## config.mk

```make
export PLATFORM = sky130hd
export DESIGN_NAME = ipc_mailbox
export DESIGN_NICKNAME = d
export VERILOG_FILES = /design/src/rtl/ipc_mailbox.sv
export SDC_FILE = /design/constraint.sdc
export NUM_CORES = 2
export LEC_CHECK = 0
export BUFFER_PORTS_ARGS = -buffer_cell sky130_fd_sc_hd__clkbuf_2
export CORE_MARGIN = 5
export CORE_UTILIZATION = 28
export DETAILED_ROUTE_END_ITERATION = 12
export GPL_TIMING_DRIVEN = 0
export SLEW_MARGIN = 0
export SYNTH_ARGS = -nofsm -noshare
export SYNTH_HDL_FRONTEND = slang
export SYNTH_SLANG_ARGS = --single-unit
```

## constraint.sdc

```tcl
create_clock -name clk -period 14.05 [get_ports clk]
set_input_delay 2.81 -clock clk [delete_from_list [all_inputs] [get_ports clk]]
set_output_delay 2.81 -clock clk [all_outputs]
set_load 0.01 [all_outputs]
```

## src/rtl/ipc_mailbox.sv

```systemverilog
module ipc_mailbox #(
  parameter int DW    = 32,
  parameter int DEPTH = 16,
  parameter int AW    = 4
) (
  input  logic          clk,
  input  logic          rst_n,
  input  logic          a_sel,
  input  logic          a_wr,
  input  logic [AW-1:0] a_addr,
  input  logic [DW-1:0] a_wdata,
  output logic [DW-1:0] a_rdata,
  output logic          a_irq_send_empty,
  output logic          a_irq_recv,
  input  logic          b_sel,
  input  logic          b_wr,
  input  logic [AW-1:0] b_addr,
  input  logic [DW-1:0] b_wdata,
  output logic [DW-1:0] b_rdata,
  output logic          b_irq_send_empty,
  output logic          b_irq_recv
);
  localparam int PW = (DEPTH > 1) ? $clog2(DEPTH) : 1;
  localparam int CW = $clog2(DEPTH + 1);
  localparam logic [AW-1:0] OFS_CTL = AW'(0);
  localparam logic [AW-1:0] OFS_SND = AW'(4);
  localparam logic [AW-1:0] OFS_RCV = AW'(8);

  logic [DW-1:0] mem [2][DEPTH];
  logic [PW-1:0] wp [2];
  logic [PW-1:0] rp [2];
  logic [CW-1:0] cnt [2];
  logic [CW-1:0] cnt_nx [2];
  logic [DW-1:0] head [2];
  logic [DW-1:0] wd [2];
  logic [DW-1:0] rd [2];
  logic [AW-1:0] ad [2];
  logic [1:0] sel, wr;
  logic [1:0] en_se, en_rx, on, err;
  logic [1:0] wr_ctl, wr_snd, rd_rcv, rd_ctl;
  logic [1:0] push, pop, flush, err_set, err_clr;
  logic [1:0] empty, full;
  logic [1:0] se_ev, rx_ev, irq_se, irq_rx;
  logic [15:0] ctl_rd [2];

  assign sel = {b_sel, a_sel};
  assign wr  = {b_wr, a_wr};
  assign ad[0] = a_addr;
  assign ad[1] = b_addr;
  assign wd[0] = a_wdata;
  assign wd[1] = b_wdata;
  assign a_rdata = rd[0];
  assign b_rdata = rd[1];
  assign a_irq_send_empty = irq_se[0];
  assign b_irq_send_empty = irq_se[1];
  assign a_irq_recv = irq_rx[0];
  assign b_irq_recv = irq_rx[1];

  always_comb begin
    for (int s = 0; s < 2; s++) begin
      empty[s] = (cnt[s] == '0);
      full[s]  = (cnt[s] == CW'(DEPTH));
      head[s]  = mem[s][rp[s]];
    end
    for (int s = 0; s < 2; s++) begin
      wr_ctl[s]  = sel[s] & wr[s] & (ad[s] == OFS_CTL);
      wr_snd[s]  = sel[s] & wr[s] & (ad[s] == OFS_SND);
      rd_ctl[s]  = sel[s] & ~wr[s] & (ad[s] == OFS_CTL);
      rd_rcv[s]  = sel[s] & ~wr[s] & (ad[s] == OFS_RCV);
      flush[s]   = wr_ctl[s] & wd[s][3];
      err_clr[s] = wr_ctl[s] & wd[s][14];
      push[s]    = wr_snd[s] & on[s] & ~full[s];
      pop[s]     = rd_rcv[s] & on[s] & ~empty[1-s];
      err_set[s] = (wr_snd[s] & on[s] & full[s]) | (rd_rcv[s] & on[s] & empty[1-s]);
    end
    for (int q = 0; q < 2; q++) begin
      if (flush[q]) cnt_nx[q] = '0;
      else cnt_nx[q] = cnt[q] + CW'(push[q]) - CW'(pop[1-q]);
    end
    for (int s = 0; s < 2; s++) begin
      ctl_rd[s] = {on[s], err[s], 3'b000, en_rx[s], full[1-s] & ~empty[1-s], empty[1-s],
                   5'b00000, en_se[s], full[s] & ~empty[s], empty[s]};
      if (rd_ctl[s]) rd[s] = {{(DW-16){1'b0}}, ctl_rd[s]};
      else if (rd_rcv[s]) rd[s] = head[1-s];
      else rd[s] = '0;
      se_ev[s] = (pop[1-s] & en_se[s] & (cnt_nx[s] == '0) & ~flush[s]) |
                 (wr_ctl[s] & wd[s][2] & ~en_se[s] & (flush[s] | empty[s]));
      rx_ev[s] = (push[1-s] & en_rx[s]) |
                 (wr_ctl[s] & wd[s][10] & ~en_rx[s] & ~empty[1-s]);
    end
  end

  always_ff @(posedge clk) begin
    if (!rst_n) begin
      for (int q = 0; q < 2; q++) begin
        for (int i = 0; i < DEPTH; i++) mem[q][i] <= '0;
        wp[q]  <= '0;
        rp[q]  <= '0;
        cnt[q] <= '0;
      end
      en_se  <= '0;
      en_rx  <= '0;
      on     <= '0;
      err    <= '0;
      irq_se <= '0;
      irq_rx <= '0;
    end else begin
      for (int q = 0; q < 2; q++) begin
        cnt[q] <= cnt_nx[q];
        if (flush[q]) begin
          wp[q] <= '0;
          rp[q] <= '0;
          mem[q][0] <= '0;
        end else begin
          if (push[q]) begin
            mem[q][wp[q]] <= wd[q];
            wp[q] <= (wp[q] == PW'(DEPTH-1)) ? '0 : wp[q] + 1'b1;
          end
          if (pop[1-q]) rp[q] <= (rp[q] == PW'(DEPTH-1)) ? '0 : rp[q] + 1'b1;
        end
        if (wr_ctl[q]) begin
          en_se[q] <= wd[q][2];
          en_rx[q] <= wd[q][10];
          on[q]    <= wd[q][15];
        end
        err[q] <= err_set[q] | (err[q] & ~err_clr[q]);
      end
      irq_se <= se_ev;
      irq_rx <= rx_ev;
    end
  end

  for (genvar s = 0; s < 2; s++) begin : g_chk
    AST_CNT_BOUND: assert property (@(posedge clk) disable iff (!rst_n)
      cnt[s] <= CW'(DEPTH)) else $error("count overflow");
    AST_FULL_DROP: assert property (@(posedge clk) disable iff (!rst_n)
      (wr_snd[s] & on[s] & full[s] & ~pop[1-s]) |=> (full[s] && err[s])) else $error("full push");
    AST_UNDERFLOW_ERR: assert property (@(posedge clk) disable iff (!rst_n)
      (rd_rcv[s] & on[s] & empty[1-s] & ~push[1-s]) |=> (err[s] && empty[1-s])) else $error("underflow");
    AST_FLUSH_EMPTY: assert property (@(posedge clk) disable iff (!rst_n)
      (wr_ctl[s] & wd[s][3]) |=> empty[s]) else $error("flush");
    AST_OFF_IGNORED: assert property (@(posedge clk) disable iff (!rst_n)
      (wr_snd[s] & ~on[s] & ~pop[1-s]) |=> $stable(cnt[s])) else $error("disabled push");
    AST_BOTH_KEEP: assert property (@(posedge clk) disable iff (!rst_n)
      (push[s] & pop[1-s]) |=> $stable(cnt[s])) else $error("push+pop");
    AST_RX_PULSE: assert property (@(posedge clk) disable iff (!rst_n)
      (push[1-s] & en_rx[s]) |=> irq_rx[s]) else $error("rx irq");
  end
endmodule

```

Word level (Yosys, flattened, before mapping)
Memories as Yosys holds them, arrays and structs flattened.
Index checks and enable logic that the tools add are counted.
{"block": "word_totals", "mem_count": 4, "ff_bits": 12, "input_bits": 78, "elab_cells": 2243, "ram_bits": 1050}
{"name": "mem", "depth": 2, "word_bits": 512, "read_ports": 2, "rd_ports_with_merged_regs": 0, "write_ports": 2, "line_no": "29", "rtl": "logic [DW-1:0] mem [2][DEPTH];"}
{"name": "cnt", "depth": 2, "word_bits": 5, "read_ports": 2, "rd_ports_with_merged_regs": 0, "write_ports": 2, "line_no": "32", "rtl": "logic [CW-1:0] cnt [2];"}
{"name": "rp", "depth": 2, "word_bits": 4, "read_ports": 2, "rd_ports_with_merged_regs": 0, "write_ports": 2, "line_no": "31", "rtl": "logic [PW-1:0] rp [2];"}
{"name": "wp", "depth": 2, "word_bits": 4, "read_ports": 2, "rd_ports_with_merged_regs": 0, "write_ports": 2, "line_no": "30", "rtl": "logic [PW-1:0] wp [2];"}
{"block": "classes", "eq_ne": 10, "add_sub_neg": 8, "muxes": 1082, "n_lt_le_gt_ge": 6, "n_bitwise": 1116, "n_reduce_logical": 8}
{"operator": "$mux 1", "count": 1048}
{"operator": "$or 1x1->1", "count": 1046}
{"operator": "$mux 512", "count": 2}
{"operator": "$mux 32", "count": 12}
{"operator": "$bmux 32 s4", "count": 2}
{"operator": "$demux 32 s4", "count": 2}
{"operator": "$and 1x1->1", "count": 52}
{"operator": "$mux 4", "count": 12}
{"operator": "$eq 4x4->1 const B", "count": 6}
{"operator": "$ge 5x5->1 const B", "count": 4}
{"operator": "$logic_not 5->1", "count": 4}
{"operator": "$mux 5", "count": 4}
{"operator": "$not 4->5", "count": 4}
{"operator": "$add 4x1->4 const B", "count": 4}
{"operator": "$not 1->1", "count": 14}
{"operator": "$add 5x1->5", "count": 2}
{"operator": "$eq 5x5->1 const B", "count": 2}
{"operator": "$lt 5x1->1 const B", "count": 2}
{"operator": "$sub 5x1->5", "count": 2}
{"operator": "$eq 4x3->1 const B", "count": 2}
{"operator": "$logic_not 4->1", "count": 2}
{"operator": "$logic_and 1x1->1", "count": 2}

Depth between registers and ports, before layout
{"block": "depth", "word_depth": 11, "ltp_mapped": 14}

Worst setup path after synthesis
OpenSTA, ideal clock, no wires.
{"block": "synth_path", "path_kind": "in2reg", "from": "in b_addr[1]", "to": "mem mem[1][384] (netlist name), enable pin", "required_ns": 13.584, "setup_time_ns": 0.466, "path_buffers": 3, "path_stages": 7, "path_slack_ns": 6.643, "arrival_time_ns": 6.942, "cell_sequence": "or4b_1 or4_1 buf_2 or4_1 buf_2 buf_6 o21ai_0"}
{"element": "from (decl)", "line_no": "17", "rtl": "input logic [AW-1:0] b_addr,"}
{"element": "to (decl)", "line_no": "29"}

Final worst setup path
{"block": "layout_path", "from": "in b_wr", "to": "out b_rdata[2]"}
{"block": "layout_between", "elab_chain_len": 5, "elab_cells_between_ends": 6, "cone_classes": "2 x mux; 4 x bitwise"}
{"element": "from (decl)", "line_no": "16", "rtl": "input logic b_wr,"}
{"element": "$not 1->1 *", "line_no": "68, 69"}
{"element": "$and 1x1->1 *", "line_no": "68, 69"}
{"element": "$and 1x1->1", "line_no": "69", "rtl": "rd_rcv[s] = sel[s] & ~wr[s] & (ad[s] == OFS_RCV);"}
{"element": "$mux 32", "line_no": "84", "rtl": "else if (rd_rcv[s]) rd[s] = head[1-s];"}
{"element": "$mux 32 *", "line_no": "83", "rtl": "if (rd_ctl[s]) rd[s] = {{(DW-16){1'b0}}, ctl_rd[s]};"}
{"element": "to (decl)", "line_no": "19", "rtl": "output logic [DW-1:0] b_rdata,"}
Mark *: on every way between the ends. The rest lies on a longest branch, timed or not.

==> summary.md <==
| Metric | Value |
|---|---|
| Status | finished, violations left |
| Violated checks | max-capacitance violations, max-slew violations |
| Hold_sp | err[1] |
| Max cap viols | 1 |
| Fmax achieved | 116 MHz |
| Mux share of post-synthesis cell area | 0.141 |
| I/O Pins | 146 |
| DRC viols | 0 |
| Slew headroom | -0.0161 |
| Clock root cell | clkbuf_16 |
| Row count | 146 |
| Synth warn | 0 |
| Hold_ws | 479 ps |
| Vias post-DR | 27200 |
| Share of cells above drive strength 1 | 0.217 |
| RSZ-0062 raised after global routing | no |
| Worst-margin pin slew | 1520 ps |
| Largest net degree at the start of global routing | 19 |
| Nets@finish | 3118 |
| Most common cell after layout, fill and taps aside | edfxtp_1 |
| Cell Pwr Density | 129 nW/um^2 |
| Crit Path Class | primary input to primary output |
| Die Y | 409 um |
| CTS max path bufs | 3 |
| Hold Path Class | flop to flop |
| First-pass GRT wire length | 201 mm |
| Main combinational cell family by area after synthesis | multiplexers |
| H-Tree Depth | 3 |
| Vias in the first global route | 27600 |
| Global Route Usage Sum | 0.166 |
| Post-layout min period | 8590 ps |
| Ys async rst share | 0 |
| Post-synth EDFFs | 1008 |
| Grt ovf | 0 |
| Tcrit/Tclk final | 0.612 |
| Critical path data required time | 11240 ps |
| Core Area | 158000 um^2 |
| Fin. Hold Viols | 0 |
| Worst Setup SP | b_wr |
| Post-CTS setup repair buffer count | 0 |
| Worst-path maximum fanout | 7 |
| Cell variety after synth | 63 |
| Avg Inst Size Synth | 16.4 um^2 |
| Cts bufs inserted | 106 |
| Initial antenna violation count | 24 |
| Slew Viols, Final | 8 |
| Syn Inst Count | 2720 |
| R2R Path Start | cnt[0][8] |
| P&R area growth vs syn | 18.3% |
| Wire per inst | 27.2 um |
| Starting Density | 0.282 |
| Die area | 167000 um^2 |
| DP HPWL | 94.6 mm |
| CTS clock-pin slew for the worst setup and hold paths | 60 ps |
| TNS Setup | 0 ps |
| Commonest register cell after synthesis | edfxtp_1 |
| Drt total wl | 141 mm |
| CTS tree | done |
| # clock sinks | 1062 |
| Synth Area in Compound Gates | 0.0351 |
| Die span in x | 409 um |
| Hold Buf Count CTS | 0 |
| IO buf count | 144 |
| Seq/Total Area, Yosys | 0.704 |
| ANT nets after route | 0 |
| Adder-cell area share of the yosys netlist | 0.00680 |
| Commonest non-fill, non-tap cells in the layout | edfxtp_1, nor2_1, mux4_2 |
| Final Skew | 59.7 ps |
| VDD IR max | 104 uV |
| Number of DRC markers in iteration 0 | 3770 |
| Mapped Area | 44500 um^2 |
| Simple logic cell fraction of the synthesized area | 0.0906 |
| Net Count, Synth | 2821 |
| P_leak | 17.2 nW |
| Post-DR vias/cell | 5.23 |
| PostCTS Resize Cnt | 0 |
| DR pass1 iterations | 6 |
| CP arrival | 5780 ps |
| Register bit count reported by yosys | 1062 |
| Nature of the critical path endpoint | primary output |
| Synth Area in XOR/XNOR | 0.00236 |
| Final GP Congestion | 0.847 |
| Final setup violating endpoints | 0 |
| Crit path launch type | primary input |
| Worst-Skew Late Latency | 760 ps |
[through the flow]
stage	power [mW]	utilization	setup WS, ps	instances	instance area (um^2)
after detailed placement	4.08	0.311	5290	4979	49200
after global routing	7.00	0.333	5530	5178	52700
after global placement	4.05	0.303	2770	4936	47900
after floorplan	3.88	-	6640	2720	44500
after CTS	6.83	0.333	5280	5175	52600
final	6.80	0.333	5460	5193	52700
[path summary, 6_finish.rpt]
kind | endpoint | slack (ps) | cells past startpoint
worst max-delay path | b_rdata[2] | 5460 | 6
worst max register to register | mem[1][171] | 9900 | 10
worst min-delay path | err[1] | 480 | 2
worst min register to register | err[1] | 480 | 2
[cells in the mapped netlist, types with 3 or more instances]
library cell / number / area [um^2]
nor2_1: 522 / 1960
nand2_1: 142 / 533
a21o_1: 3 / 22.5
edfxtp_1: 1008 / 30300
or4_1: 8 / 60.1
a221oi_1: 21 / 184
and2_1: 40 / 250
a222oi_1: 3 / 30.0
clkbuf_1: 146 / 548
nor2_4: 40 / 450
xnor2_1: 8 / 70.1
buf_12: 4 / 80.1
nand4b_1: 3 / 26.3
mux4_2: 255 / 5740
nand3_1: 12 / 60.1
ha_1: 21 / 263
inv_1: 29 / 109
or3_1: 6 / 37.5
a32oi_1: 7 / 61.3
nand3b_1: 7 / 52.6
nand4_1: 3 / 18.8
a21oi_1: 41 / 205
nor3b_1: 6 / 45.0
nor3_1: 13 / 65.1
a22oi_1: 61 / 458
nor2b_1: 9 / 56.3
mux2i_1: 54 / 541
and3_1: 29 / 181
nor4b_1: 4 / 35.0
buf_2: 6 / 30.0
nand2b_1: 10 / 62.6
buf_1: 32 / 120
o221ai_1: 4 / 35.0
xor2_1: 4 / 35.0
dfxtp_1: 54 / 1080
o211ai_1: 8 / 60.1
a22o_1: 21 / 184
o21ai_0: 40 / 200
[sequential cells by signal, summed over array words and instances (netlist names)]
| register | cells |
|---|---|
| on | 2 |
| cnt | 10 |
| mem | 1024 |
| wp | 8 |
| rp | 8 |
| irq_se | 2 |
| en_rx | 2 |
| en_se | 2 |
| irq_rx | 2 |
| err | 2 |
[kinds of logic (layout without fill, tap and decap cells)]
logic type                 count (synthesis)  after routing
DFF                                     1062           1062
and+or+nand+nor                          870            870
muxes                                    309            309
AOI/OAI and AO/OA                        224            224
buffers and inverters                    220            605
adders and majority gates                 23             23
xor gates and xnor gates                  12             12
other                                      0             16
[where the power goes]
part / switching [mW] / leakage [nW] / internal, mW
Combinational: 0.256 / 5.16 / 0.151
Sequential: 0.0324 / 10.4 / 3.58
Clock: 1.25 / 1.63 / 1.53
[critical path, cell delays in order]
cell and delay, ps:
clkbuf_2 120, or4b_1 660, nor3b_1 1230, a32oi_1 280
o211ai_1 420, clkbuf_2 260
[layer usage]
metal  wire length [um]  global-route usage
met5                112                   0
met4               4540              0.0496
met3              19000              0.0576
met2              64300               0.258
met1              53200               0.219
[final cells by class]
type	count	area, um^2
well taps	2072	2590
clock inverters	52	559
inverters	31	116
clock buffers	144	2830
repair buffers	189	1780
fillers	15200	106000
plain buffers	189	790
multi-input cells	1438	12600
diodes	16	40.0
flip-flops and latches	1062	31400
Power figures use the tool's default switching activity.
